[config.mk]
export PLATFORM = sky130hd
export DESIGN_NAME = dtc_fetch_seq
export DESIGN_NICKNAME = d
export VERILOG_FILES = /design/src/rtl/dtc_fetch_seq.sv
export SDC_FILE = /design/constraint.sdc
export NUM_CORES = 1
export LEC_CHECK = 0
export BUFFER_PORTS_ARGS = -buffer_cell sky130_fd_sc_hd__buf_2
export CELL_PAD_IN_SITES_DETAIL_PLACEMENT = 0
export CELL_PAD_IN_SITES_GLOBAL_PLACEMENT = 1
export CORE_UTILIZATION = 35
export DETAILED_ROUTE_END_ITERATION = 10
export GPL_ROUTABILITY_DRIVEN = 0
export HOLD_SLACK_MARGIN = 0.15
export PLACE_DENSITY = 0.75
export SLEW_MARGIN = 10
export SYNTH_ARGS = -nofsm -noshare
export SYNTH_HDL_FRONTEND = slang
export SYNTH_SLANG_ARGS = --single-unit
[constraint.sdc]
create_clock -name clk -period 2.15 [get_ports clk]
set_input_delay 0.1075 -clock clk [delete_from_list [all_inputs] [get_ports clk]]
set_output_delay 0.1075 -clock clk [all_outputs]
set_load 0.01 [all_outputs]
[src/rtl/dtc_fetch_seq.sv]
module dtc_fetch_seq #(
  parameter int VEC_W = 8,
  parameter int ADDR_W = 16,
  parameter logic [ADDR_W-1:0] VEC_BASE = '0
) (
  input  logic              clk,
  input  logic              rst_n,
  input  logic              act_req,
  input  logic [VEC_W-1:0]  act_vec,
  output logic              busy,
  output logic              act_done,
  input  logic              reg_we,
  input  logic [7:0]        reg_wdata,
  output logic [7:0]        reg_rdata,
  output logic              mem_req,
  output logic [ADDR_W-1:0] mem_addr,
  input  logic              mem_ack,
  input  logic              mem_err,
  input  logic [15:0]       mem_rdata,
  output logic              xfer_start,
  input  logic              xfer_done,
  output logic [7:0]        cnt_lo
);
  typedef enum logic [2:0] {S_IDLE, S_VEC, S_D0, S_D1, S_START, S_WAIT, S_DONE} st_t;
  st_t st;

  logic              skip_en, rchain_en, err_flag;
  logic              held_ok, chained;
  logic [VEC_W-1:0]  last_vec;
  logic [ADDR_W-1:0] dptr;
  logic              d_chain, d_rpt;
  logic [7:0]        lo, hi;

  wire fetching = (st == S_VEC) || (st == S_D0) || (st == S_D1);
  wire bus_fail = fetching && mem_err;
  wire bus_ok   = fetching && mem_ack && !mem_err;
  wire reuse    = held_ok && (act_vec == last_vec) && skip_en && !chained;

  wire [7:0] dec    = lo - 8'd1;
  wire       reload = d_rpt && (dec == 8'd0);
  wire       go_chn = d_chain && (d_rpt ? (reload && rchain_en) : (dec == 8'd0));

  assign busy       = (st != S_IDLE);
  assign act_done   = (st == S_DONE);
  assign xfer_start = (st == S_START);
  assign mem_req    = fetching;
  assign cnt_lo     = lo;
  assign reg_rdata  = {3'b000, skip_en, rchain_en, 2'b00, err_flag};

  always_comb begin
    case (st)
      S_VEC:   mem_addr = VEC_BASE + ADDR_W'(last_vec);
      S_D0:    mem_addr = dptr;
      S_D1:    mem_addr = dptr + ADDR_W'(1);
      default: mem_addr = '0;
    endcase
  end

  always_ff @(posedge clk) begin
    if (!rst_n) begin
      skip_en   <= 1'b0;
      rchain_en <= 1'b0;
      err_flag  <= 1'b0;
    end else begin
      if (reg_we) begin
        skip_en   <= reg_wdata[4];
        rchain_en <= reg_wdata[3];
      end
      if (bus_fail)
        err_flag <= 1'b1;
      else if (reg_we && !reg_wdata[0])
        err_flag <= 1'b0;
    end
  end

  always_ff @(posedge clk) begin
    if (!rst_n) begin
      st       <= S_IDLE;
      held_ok  <= 1'b0;
      chained  <= 1'b0;
      last_vec <= '0;
      dptr     <= '0;
      d_chain  <= 1'b0;
      d_rpt    <= 1'b0;
      lo       <= '0;
      hi       <= '0;
    end else if (bus_fail) begin
      held_ok <= 1'b0;
      st      <= S_DONE;
    end else begin
      case (st)
        S_IDLE:
          if (act_req) begin
            last_vec <= act_vec;
            chained  <= 1'b0;
            st       <= reuse ? S_START : S_VEC;
          end
        S_VEC:
          if (bus_ok) begin
            dptr <= ADDR_W'(mem_rdata);
            st   <= S_D0;
          end
        S_D0:
          if (bus_ok) begin
            d_chain <= mem_rdata[15];
            d_rpt   <= mem_rdata[14];
            st      <= S_D1;
          end
        S_D1:
          if (bus_ok) begin
            hi      <= mem_rdata[15:8];
            lo      <= mem_rdata[7:0];
            held_ok <= 1'b1;
            st      <= S_START;
          end
        S_START: st <= S_WAIT;
        S_WAIT:
          if (xfer_done) begin
            lo <= reload ? hi : dec;
            if (go_chn) begin
              chained <= 1'b1;
              dptr    <= dptr + ADDR_W'(2);
              st      <= S_D0;
            end else begin
              st <= S_DONE;
            end
          end
        default: st <= S_IDLE;
      endcase
    end
  end
endmodule


==> results of run 1 <==
[kinds of logic (layout without fill, tap and decap cells)]
| kind of cell | count (synthesis) | count (layout) |
|---|---|---|
| AOI/OAI and AO/OA | 125 | 125 |
| adders and majority gates | 4 | 4 |
| buffers and inverters | 49 | 157 |
| other | 1 | 5 |
| xor gates and xnor gates | 23 | 23 |
| and+or+nand+nor | 197 | 197 |
| DFF | 50 | 50 |
| muxes | 7 | 7 |
[synth_stat cells, types with 2 or more instances]
cell	n	area share, %
a211oi_1	10	2.3
a21oi_1	41	6.2
a22oi_1	4	0.91
a311oi_1	3	0.79
a31oi_1	4	0.76
a32oi_1	3	0.79
and2_1	4	0.76
and3_1	4	0.76
buf_1	2	0.23
buf_2	3	0.45
buf_4	8	1.8
clkbuf_1	24	2.7
dfxtp_1	50	30
ha_1	4	1.5
inv_1	12	1.4
mux2i_1	6	1.8
nand2_1	77	8.7
nand2b_1	4	0.76
nand3_1	24	3.6
nand4_1	5	0.95
nor2_1	38	4.3
nor2b_1	4	0.76
nor3_1	17	2.6
nor4_1	4	0.76
o211ai_1	3	0.68
o21ai_0	20	3.0
o221a_2	2	0.68
o22ai_1	5	0.95
o311ai_0	3	0.79
o31ai_1	2	0.45
o32ai_1	6	1.6
o41a_1	4	1.4
o41ai_1	2	0.53
or3_1	7	1.3
xnor2_1	13	3.4
xor2_1	10	2.6
[registers in the layout, summed over array words and instances, names as in the netlist]
name       count
last_vec       8
err_flag       1
cnt_lo         8
rchain_en      1
st             3
d_chain        1
skip_en        1
dptr          16
chained        1
d_rpt          1
held_ok        1
hi             8
[critical path, delay by kind of cell (launching register included)]
family	cells	cell delay (ns)
AOI/OAI and AO/OA	4	0.81
adders and majority gates	1	0.12
buffers and inverters	1	0.06
DFF	1	0.36
and+or+nand+nor	2	0.74
[metrics by stage]
step	worst slack [ns]	std cells	hold WS (ns)
after global placement	-0.0809	642	0.348
after global routing	-0.211	679	0.170
after detailed placement	-0.158	642	0.357
final	-0.0384	679	0.148
after floorplan	-0.0328	460	0.243
after CTS	-0.0229	674	0.152
[power groups by stage]
stage	Combinational, uW	Sequential [uW]	Clock (uW)
6_report	1790	1200	599
5_1_grt	1980	1220	640
4_1_cts	1640	1190	606
3_5_place_dp	1560	1210	0
3_3_place_gp	1560	1210	0
2_1_floorplan	1060	1160	0
[final cells by class]
cell class | instances | area (um2)
well taps | 111 | 139
multi-input cells | 361 | 2310
clock buffers | 6 | 82.6
flip-flops and latches | 50 | 1020
clock inverters | 2 | 12.5
inverters | 12 | 50.0
repair buffers | 137 | 976
fillers | 934 | 4610
[what timing repair did]
action	in CTS	in global routing
setup endpoints to repair	24	28
pin swaps	3	31
endpoints found under the hold margin	24	0
gates cloned	0	1
resized for setup	9	39
buffers inserted	1	4
hold buffers	23	0
[routing by layer]
metal  routed length [um]  share of wire, %  global-route usage (%)  vias up
met4                  245               2.2                    7.47        0
met1                 5350                48                    32.3     1760
met5                    0                 0                       0        -
met3                  520               4.6                    3.30       21
li1                     -                 -                       -     1861
met2                 5110                46                    36.5      129
[worst max path at each step]
stage	slack [ns]	end	from
after floorplan	-0.03	dptr[10]	cnt_lo[1]
after global placement	-0.08	cnt_lo[2]	cnt_lo[1]
after detailed placement	-0.16	cnt_lo[2]	cnt_lo[1]
after CTS	-0.02	cnt_lo[1]	cnt_lo[1]
after global routing	-0.21	cnt_lo[1]	cnt_lo[1]
final	-0.04	cnt_lo[1]	cnt_lo[1]
==> impl_metrics.json, run 1 <==
{
  "status": "finished, violations left",
  "violations": "negative setup slack",
  "reg2reg_from": "cnt_lo[1]",
  "layout_common_cells": "nand2_1 (73), buf_2 (64), buf_4 (45)",
  "hold_violations": 0,
  "fin_crit_sh_pct": 102,
  "antenna_cells": 0,
  "gr-total-overflow": 0,
  "synth_xor_area_share_pct": 6.09,
  "synth_top_family_by_area": "simple AND/OR/NAND/NOR gates",
  "final_cell_area_um2": 4590,
  "clkLatencyLatePin_ns": 0.31,
  "path_cells": "inv_4 -> ha_4 -> or4b_4 -> nor4b_4 -> a211oi_1 -> o41ai_1 -> o311ai_1 -> a221oi_1",
  "synth_cell_types": 60,
  "dp.final_hpwl_um": 8020,
  "min_path_cells": 3,
  "die_w_um": 99.2,
  "internal_power_uw": 2080,
  "ys_ff_latch": 50,
  "dieArea_um2": 9850,
  "root_buffer": "clkbuf_8",
  "path_clk_slew_ns": 0.09,
  "viasPerCell": 5.55,
  "cp.arrival_ns": 2.39,
  "start_util_pct": 36.0,
  "synthCells": 456,
  "synthSimpleGateAreaFrac_pct": 28.2,
  "dpl-instance-area_um2": 3980,
  "final.setup_skew_ns": 0.00956,
  "fin_crit_ns": 2.19,
  "synth-compound-area-share_pct": 25.1,
  "fin_ws_ns": -0.0384,
  "first_pass_iters": 5,
  "synth.cell_area_um2": 3310,
  "maxCapViolCount": 0,
  "p_per_area_nw_per_um2": 782,
  "p_leak_uw": 0.00174,
  "cts_num_sinks": 50,
  "grt_max_degree": 23,
  "rr_endpoint": "cnt_lo[1]",
  "critPathLaunchType": "flip-flop",
  "grt_pass1_vias": 3589,
  "rrSetupSlack_ns": -0.04,
  "slew_violations": 0,
  "io_buffers": 64,
  "cts_buffers": 5,
  "grt_pass1_wl_um": 18200,
  "clockBufferDepth": 2,
  "drtIter0Drc": 210,
  "slowest_delay_ns": 0.48,
  "grt_usage_pct": 23.1,
  "synthArstFlopShare_pct": 0,
  "syn2layout_area_growth_pct": 38.6,
  "required_ns": 2.36,
  "layout-drive-gt1-share_pct": 29.2,
  "cts_tree": "done",
  "drc": 0,
  "row_count": 35,
  "wl_um": 11200,
  "holdPathEnd": "err_flag",
  "max_freq_mhz": 457,
  "min_from": "mem_err",
  "ant_nets": 0,
  "clkPwrFrac_pct": 16.7,
  "htree_levels": 2,
  "swShare_pct": 42.1,
  "setup_viol": 5,
  "vdd_drop_max_mv": 0.635,
  "slew_headroom_pct": 47.9,
  "reg2reg_depth": 8,
  "switching_power_uw": 1510,
  "path_max_fanout": 2,
  "combPwrFrac_pct": 50.0,
  "final_util_pct": 49.9,
  "synth.avg_cell_area_um2": 7.26,
  "tns_ns": -0.0765,
  "min_path_type": "primary input to flip-flop",
  "power.total_uw": 3590,
  "post_drt_wl_per_cell_um": 16.5,
  "worstSetupEndpointType": "flip-flop",
  "seqPwrFrac_pct": 33.3,
  "cp_slowest_cell": "or4b_4",
  "rsz0062_at_grt": "yes",
  "worstMarginPinSlew_ns": 0.780,
  "antenna_found_initial": 0,
  "synth_mux_area_share_pct": 2.16,
  "vias": 3771,
  "crit_type": "flip-flop to flip-flop",
  "core_area_um2": 9200,
  "synth_edf_count": 0,
  "synth-adder-area-share_pct": 1.51,
  "io_pins": 75,
  "yosys_warnings": 0,
  "final_common_cell": "nand2_1",
  "die_h_um": 99.2,
  "synthFlopType": "dfxtp_1",
  "fin_nets": 610,
  "ys_seq_area_share_pct": 30.2
}
(Power assumes the default switching activity.)
==> run 2, diff against run 1 <==
- MAX_ROUTING_LAYER: default -> met4
- RECOVER_POWER: default -> 100
==> impl_metrics.json, run 2 (synthesized netlist as in run 1, its figures left out) <==
{
  "antenna_found_initial": 0,
  "grt_pass1_vias": 3578,
  "final_util_pct": 49.6,
  "final_common_cell": "nand2_1",
  "io_buffers": 64,
  "grt_pass1_wl_um": 18200,
  "path_max_fanout": 7,
  "required_ns": 2.36,
  "largest_reg_flops": 16,
  "io_pins": 75,
  "path_clk_slew_ns": 0.10,
  "max_freq_mhz": 441,
  "fin_crit_ns": 2.27,
  "final.setup_skew_ns": 0.00868,
  "grt_max_degree": 23,
  "layout-drive-gt1-share_pct": 27.7,
  "slew_headroom_pct": 45.9,
  "die_h_um": 99.2,
  "fillers": 943,
  "path_cells": "clkbuf_1 -> nor3_2 -> buf_4 -> and4b_1 -> a211o_4 -> a21oi_4 -> buf_12 -> nor3_4 -> o221a_2",
  "fin_ws_ns": -0.115,
  "slew_violations": 0,
  "start_util_pct": 36.0,
  "antenna_cells": 0,
  "critPathLaunchType": "flip-flop",
  "vdd_drop_max_mv": 0.637,
  "viasPerCell": 5.56,
  "drc": 0,
  "violations": "negative setup slack",
  "drtIter0Drc": 210,
  "path_buf_inv": 3,
  "dieArea_um2": 9850,
  "rsz0062_at_grt": "yes",
  "multiInputGateArea_um2": 2300,
  "layout_common_cells": "nand2_1 (73), buf_2 (59), dfxtp_1 (45)",
  "row_count": 35,
  "die_w_um": 99.2,
  "hold_violations": 0,
  "worstMarginPinSlew_ns": 0.810,
  "largest_register": "dptr",
  "dp.final_hpwl_um": 8020,
  "worstSetupEndpointType": "flip-flop",
  "syn2layout_area_growth_pct": 37.8,
  "cts_tree": "done",
  "clockBufferDepth": 2,
  "fin_crit_sh_pct": 105,
  "cts_buffers": 5,
  "vias": 3769,
  "fin_nets": 609,
  "regArea_um2": 1010,
  "cp.arrival_ns": 2.47,
  "gr-total-overflow": 0,
  "cp.depth": 9,
  "post_drt_wl_per_cell_um": 16.6,
  "root_buffer": "clkbuf_8",
  "cts_num_sinks": 50,
  "min_path_cells": 3,
  "critPathTopFamily": "compound AO/OA/AOI/OAI gates",
  "maxCapViolCount": 0,
  "min_path_type": "primary input to flip-flop",
  "core_area_um2": 9200,
  "status": "finished, violations left",
  "reg2reg_depth": 9,
  "wl_um": 11200,
  "crit_type": "flip-flop to flip-flop",
  "grt_usage_pct": 23.8,
  "first_pass_iters": 5,
  "setup_viol": 8,
  "tns_ns": -0.307,
  "p_per_area_nw_per_um2": 783,
  "clkLatencyLatePin_ns": 0.31,
  "slowest_delay_ns": 0.36,
  "cp_slowest_cell": "a211o_4",
  "ant_nets": 0,
  "p_leak_uw": 0.00171,
  "htree_levels": 2
}
## run 2: final cells by class
class | count | share of cell area, %
clock buffers | 6 | 1.81
clock inverters | 2 | 0.274
inverters | 12 | 1.10
multi-input cells | 361 | 50.5
flip-flops and latches | 50 | 22.3
well taps | 111 | 3.05
repair buffers | 136 | 21.0
## run 2: power by group
group / total [uW] / switching, uW / internal [uW]
registers: 1200 / 149 / 1050
clock network: 598 / 338 / 260
logic: 1780 / 1020 / 755
## run 2: worst register-to-register path: cells and delay by family (launching register included)
family,cells,cell delay (ns)
compound gates,3,0.92
flops,1,0.35
buf+inv,3,0.56
simple gates,3,0.33
## run 2: per-layer routing
metal | vias to the layer above | track usage (%) | wire length, um
met5 | - | - | 0
met4 | 0 | 7.47 | 209
met3 | 18 | 3.23 | 502
met2 | 134 | 36.6 | 5190
met1 | 1758 | 32.2 | 5340
li1 | 1859 | - | -
## run 2: worst paths after layout
path / startpoint / to / slack [ns]
worst max-delay path: cnt_lo[3] / dptr[12] / -0.12
worst min-delay path: mem_err / err_flag / 0.15
worst max register to register: cnt_lo[3] / dptr[12] / -0.12
worst min register to register: held_ok / held_ok / 0.46
## run 2: through the flow
stage	instances	hold slack (ns)	power (uW)	area (um2)	setup WS [ns]
after global routing	678	0.170	3810	4560	-0.211
after detailed placement	642	0.357	2780	3980	-0.158
after global placement	642	0.348	2760	3980	-0.0809
after floorplan	460	0.243	2230	3350	-0.0328
final	678	0.146	3570	4560	-0.115
after CTS	674	0.152	3440	4360	-0.0229
## run 2: timing repair
item / in CTS / in global routing
hold buffers: 23 / 0
pin swaps: 3 / 32
resized for setup: 9 / 38
cloned: 0 / 1
endpoints found under the hold margin: 24 / 0
setup buffers: 1 / 3
setup endpoints to repair: 24 / 28
==> run 3, diff against run 2 <==
- RECOVER_POWER: 100 -> default
==> impl_metrics.json, run 3 (synthesized netlist as in run 1, its figures left out) <==
{
  "post-place-cells": 642,
  "antenna_cells": 0,
  "fin_ws_ns": -0.0296,
  "worstMarginPinSlew_ns": 0.821,
  "fin_nets": 609,
  "crit_type": "flip-flop to flip-flop",
  "vdd_drop_max_mv": 0.637,
  "grt_pass1_vias": 3578,
  "cts_buffers": 5,
  "final_cell_area_um2": 4570,
  "path_max_fanout": 5,
  "status": "finished, violations left",
  "first_pass_iters": 5,
  "final_common_cell": "nand2_1",
  "hold_violations": 0,
  "place_ws_ns": -0.158,
  "grt_usage_pct": 23.8,
  "worstSetupEndpointType": "flip-flop",
  "syn2layout_area_growth_pct": 38.1,
  "clockBufferDepth": 2,
  "antenna_found_initial": 0,
  "fin_crit_ns": 2.18,
  "largest_register": "dptr",
  "start_util_pct": 36.0,
  "path_clk_slew_ns": 0.10,
  "io_pins": 75,
  "rsz0062_at_grt": "yes",
  "dieArea_um2": 9850,
  "grt_max_degree": 23,
  "die_w_um": 99.2,
  "required_ns": 2.38,
  "rrSetupSlack_ns": -0.03,
  "largest_reg_flops": 16,
  "ant_nets": 0,
  "dpl-instance-area_um2": 3980,
  "setup_viol": 6,
  "htree_levels": 2,
  "cp.arrival_ns": 2.41,
  "max_freq_mhz": 459,
  "violations": "negative setup slack",
  "drtIter0Drc": 212,
  "vias": 3768,
  "grt_pass1_wl_um": 18200,
  "gr-total-overflow": 0,
  "p_leak_uw": 0.00173,
  "post_drt_wl_per_cell_um": 16.6,
  "root_buffer": "clkbuf_8",
  "viasPerCell": 5.56,
  "cts_tree": "done",
  "final.setup_skew_ns": 0.00849,
  "row_count": 35,
  "core_area_um2": 9200,
  "die_h_um": 99.2,
  "maxCapViolCount": 0,
  "slew_violations": 0,
  "critPathLaunchType": "flip-flop",
  "wl_um": 11300,
  "cts_num_sinks": 50,
  "stdcell_count": 678,
  "clkLatencyLatePin_ns": 0.31,
  "dp.final_hpwl_um": 8020,
  "fin_crit_sh_pct": 101,
  "final_util_pct": 49.7,
  "layout_common_cells": "nand2_1 (73), buf_2 (64), dfxtp_1 (44), buf_4 (44), a21oi_1 (40)",
  "p_per_area_nw_per_um2": 782,
  "slew_headroom_pct": 45.2,
  "io_buffers": 64,
  "layout-drive-gt1-share_pct": 28.9,
  "fillers": 937,
  "drc": 0,
  "min_path_type": "primary input to flip-flop"
}
run 3: cell count changes in the layout (fill, tap and decap cells not counted), sizes merged:
| cell | change |
|---|---|
| buf | +6 |
| clkbuf | -6 |
run 3: through the flow:
step	total power (uW)	TNS, ns	hold slack (ns)
after floorplan	2230	-0.0858	0.243
after global placement	2760	-0.577	0.348
after detailed placement	2780	-1.35	0.357
after CTS	3440	-0.0418	0.152
after global routing	3820	-1.45	0.170
final	3580	-0.0825	0.150
run 3: layer usage:
| metal | wire, um | GRT usage (%) | vias to the layer above | part of all wire [%] |
|---|---|---|---|---|
| met5 | 0 | - | - | 0 |
| met4 | 209 | 7.47 | 0 | 1.9 |
| met3 | 486 | 3.23 | 18 | 4.3 |
| met2 | 5180 | 36.6 | 133 | 46 |
| met1 | 5390 | 32.2 | 1757 | 48 |
| li1 | - | - | 1860 | - |
run 3: repair_timing:
item,4_1_cts,5_1_grt
hold buffers,23,0
setup buffers,1,3
endpoints found under the setup margin,24,28
cloned,0,1
pin swaps,3,32
resized for setup,9,38
hold endpoints to repair,24,0
run 3: area by class of cell:
type	count	area, um2	share of cell area (%)
Inverter	12	50.0	1.09
Sequential cell	50	1020	22.2
Clock buffer	6	82.6	1.81
Multi-Input combinational cell	361	2300	50.4
Tap cell	111	139	3.04
Clock inverter	2	12.5	0.274
Timing Repair Buffer	136	968	21.2
run 3: where the power goes:
part / switching, uW / total (uW) / leakage (uW) / internal (uW)
logic: 1020 / 1780 / 0.00127 / 760
registers: 149 / 1200 / 0.000409 / 1050
clock network: 338 / 598 / 0.0000472 / 260
run 3: final timing paths:
kind,start,endpoint,depth (start not counted)
max,cnt_lo[1],dptr[1],8
min,mem_err,err_flag,3
max reg2reg,cnt_lo[1],dptr[1],8
min reg2reg,held_ok,held_ok,2
run 3: critical path, stage by stage (launching register included):
cell     delay (ns)
dfxtp_4        0.36
inv_4          0.06
ha_4           0.12
or4b_4         0.48
nor4b_4        0.26
a211o_4        0.19
a21oi_4        0.10
or4_1          0.41
a21oi_1        0.13
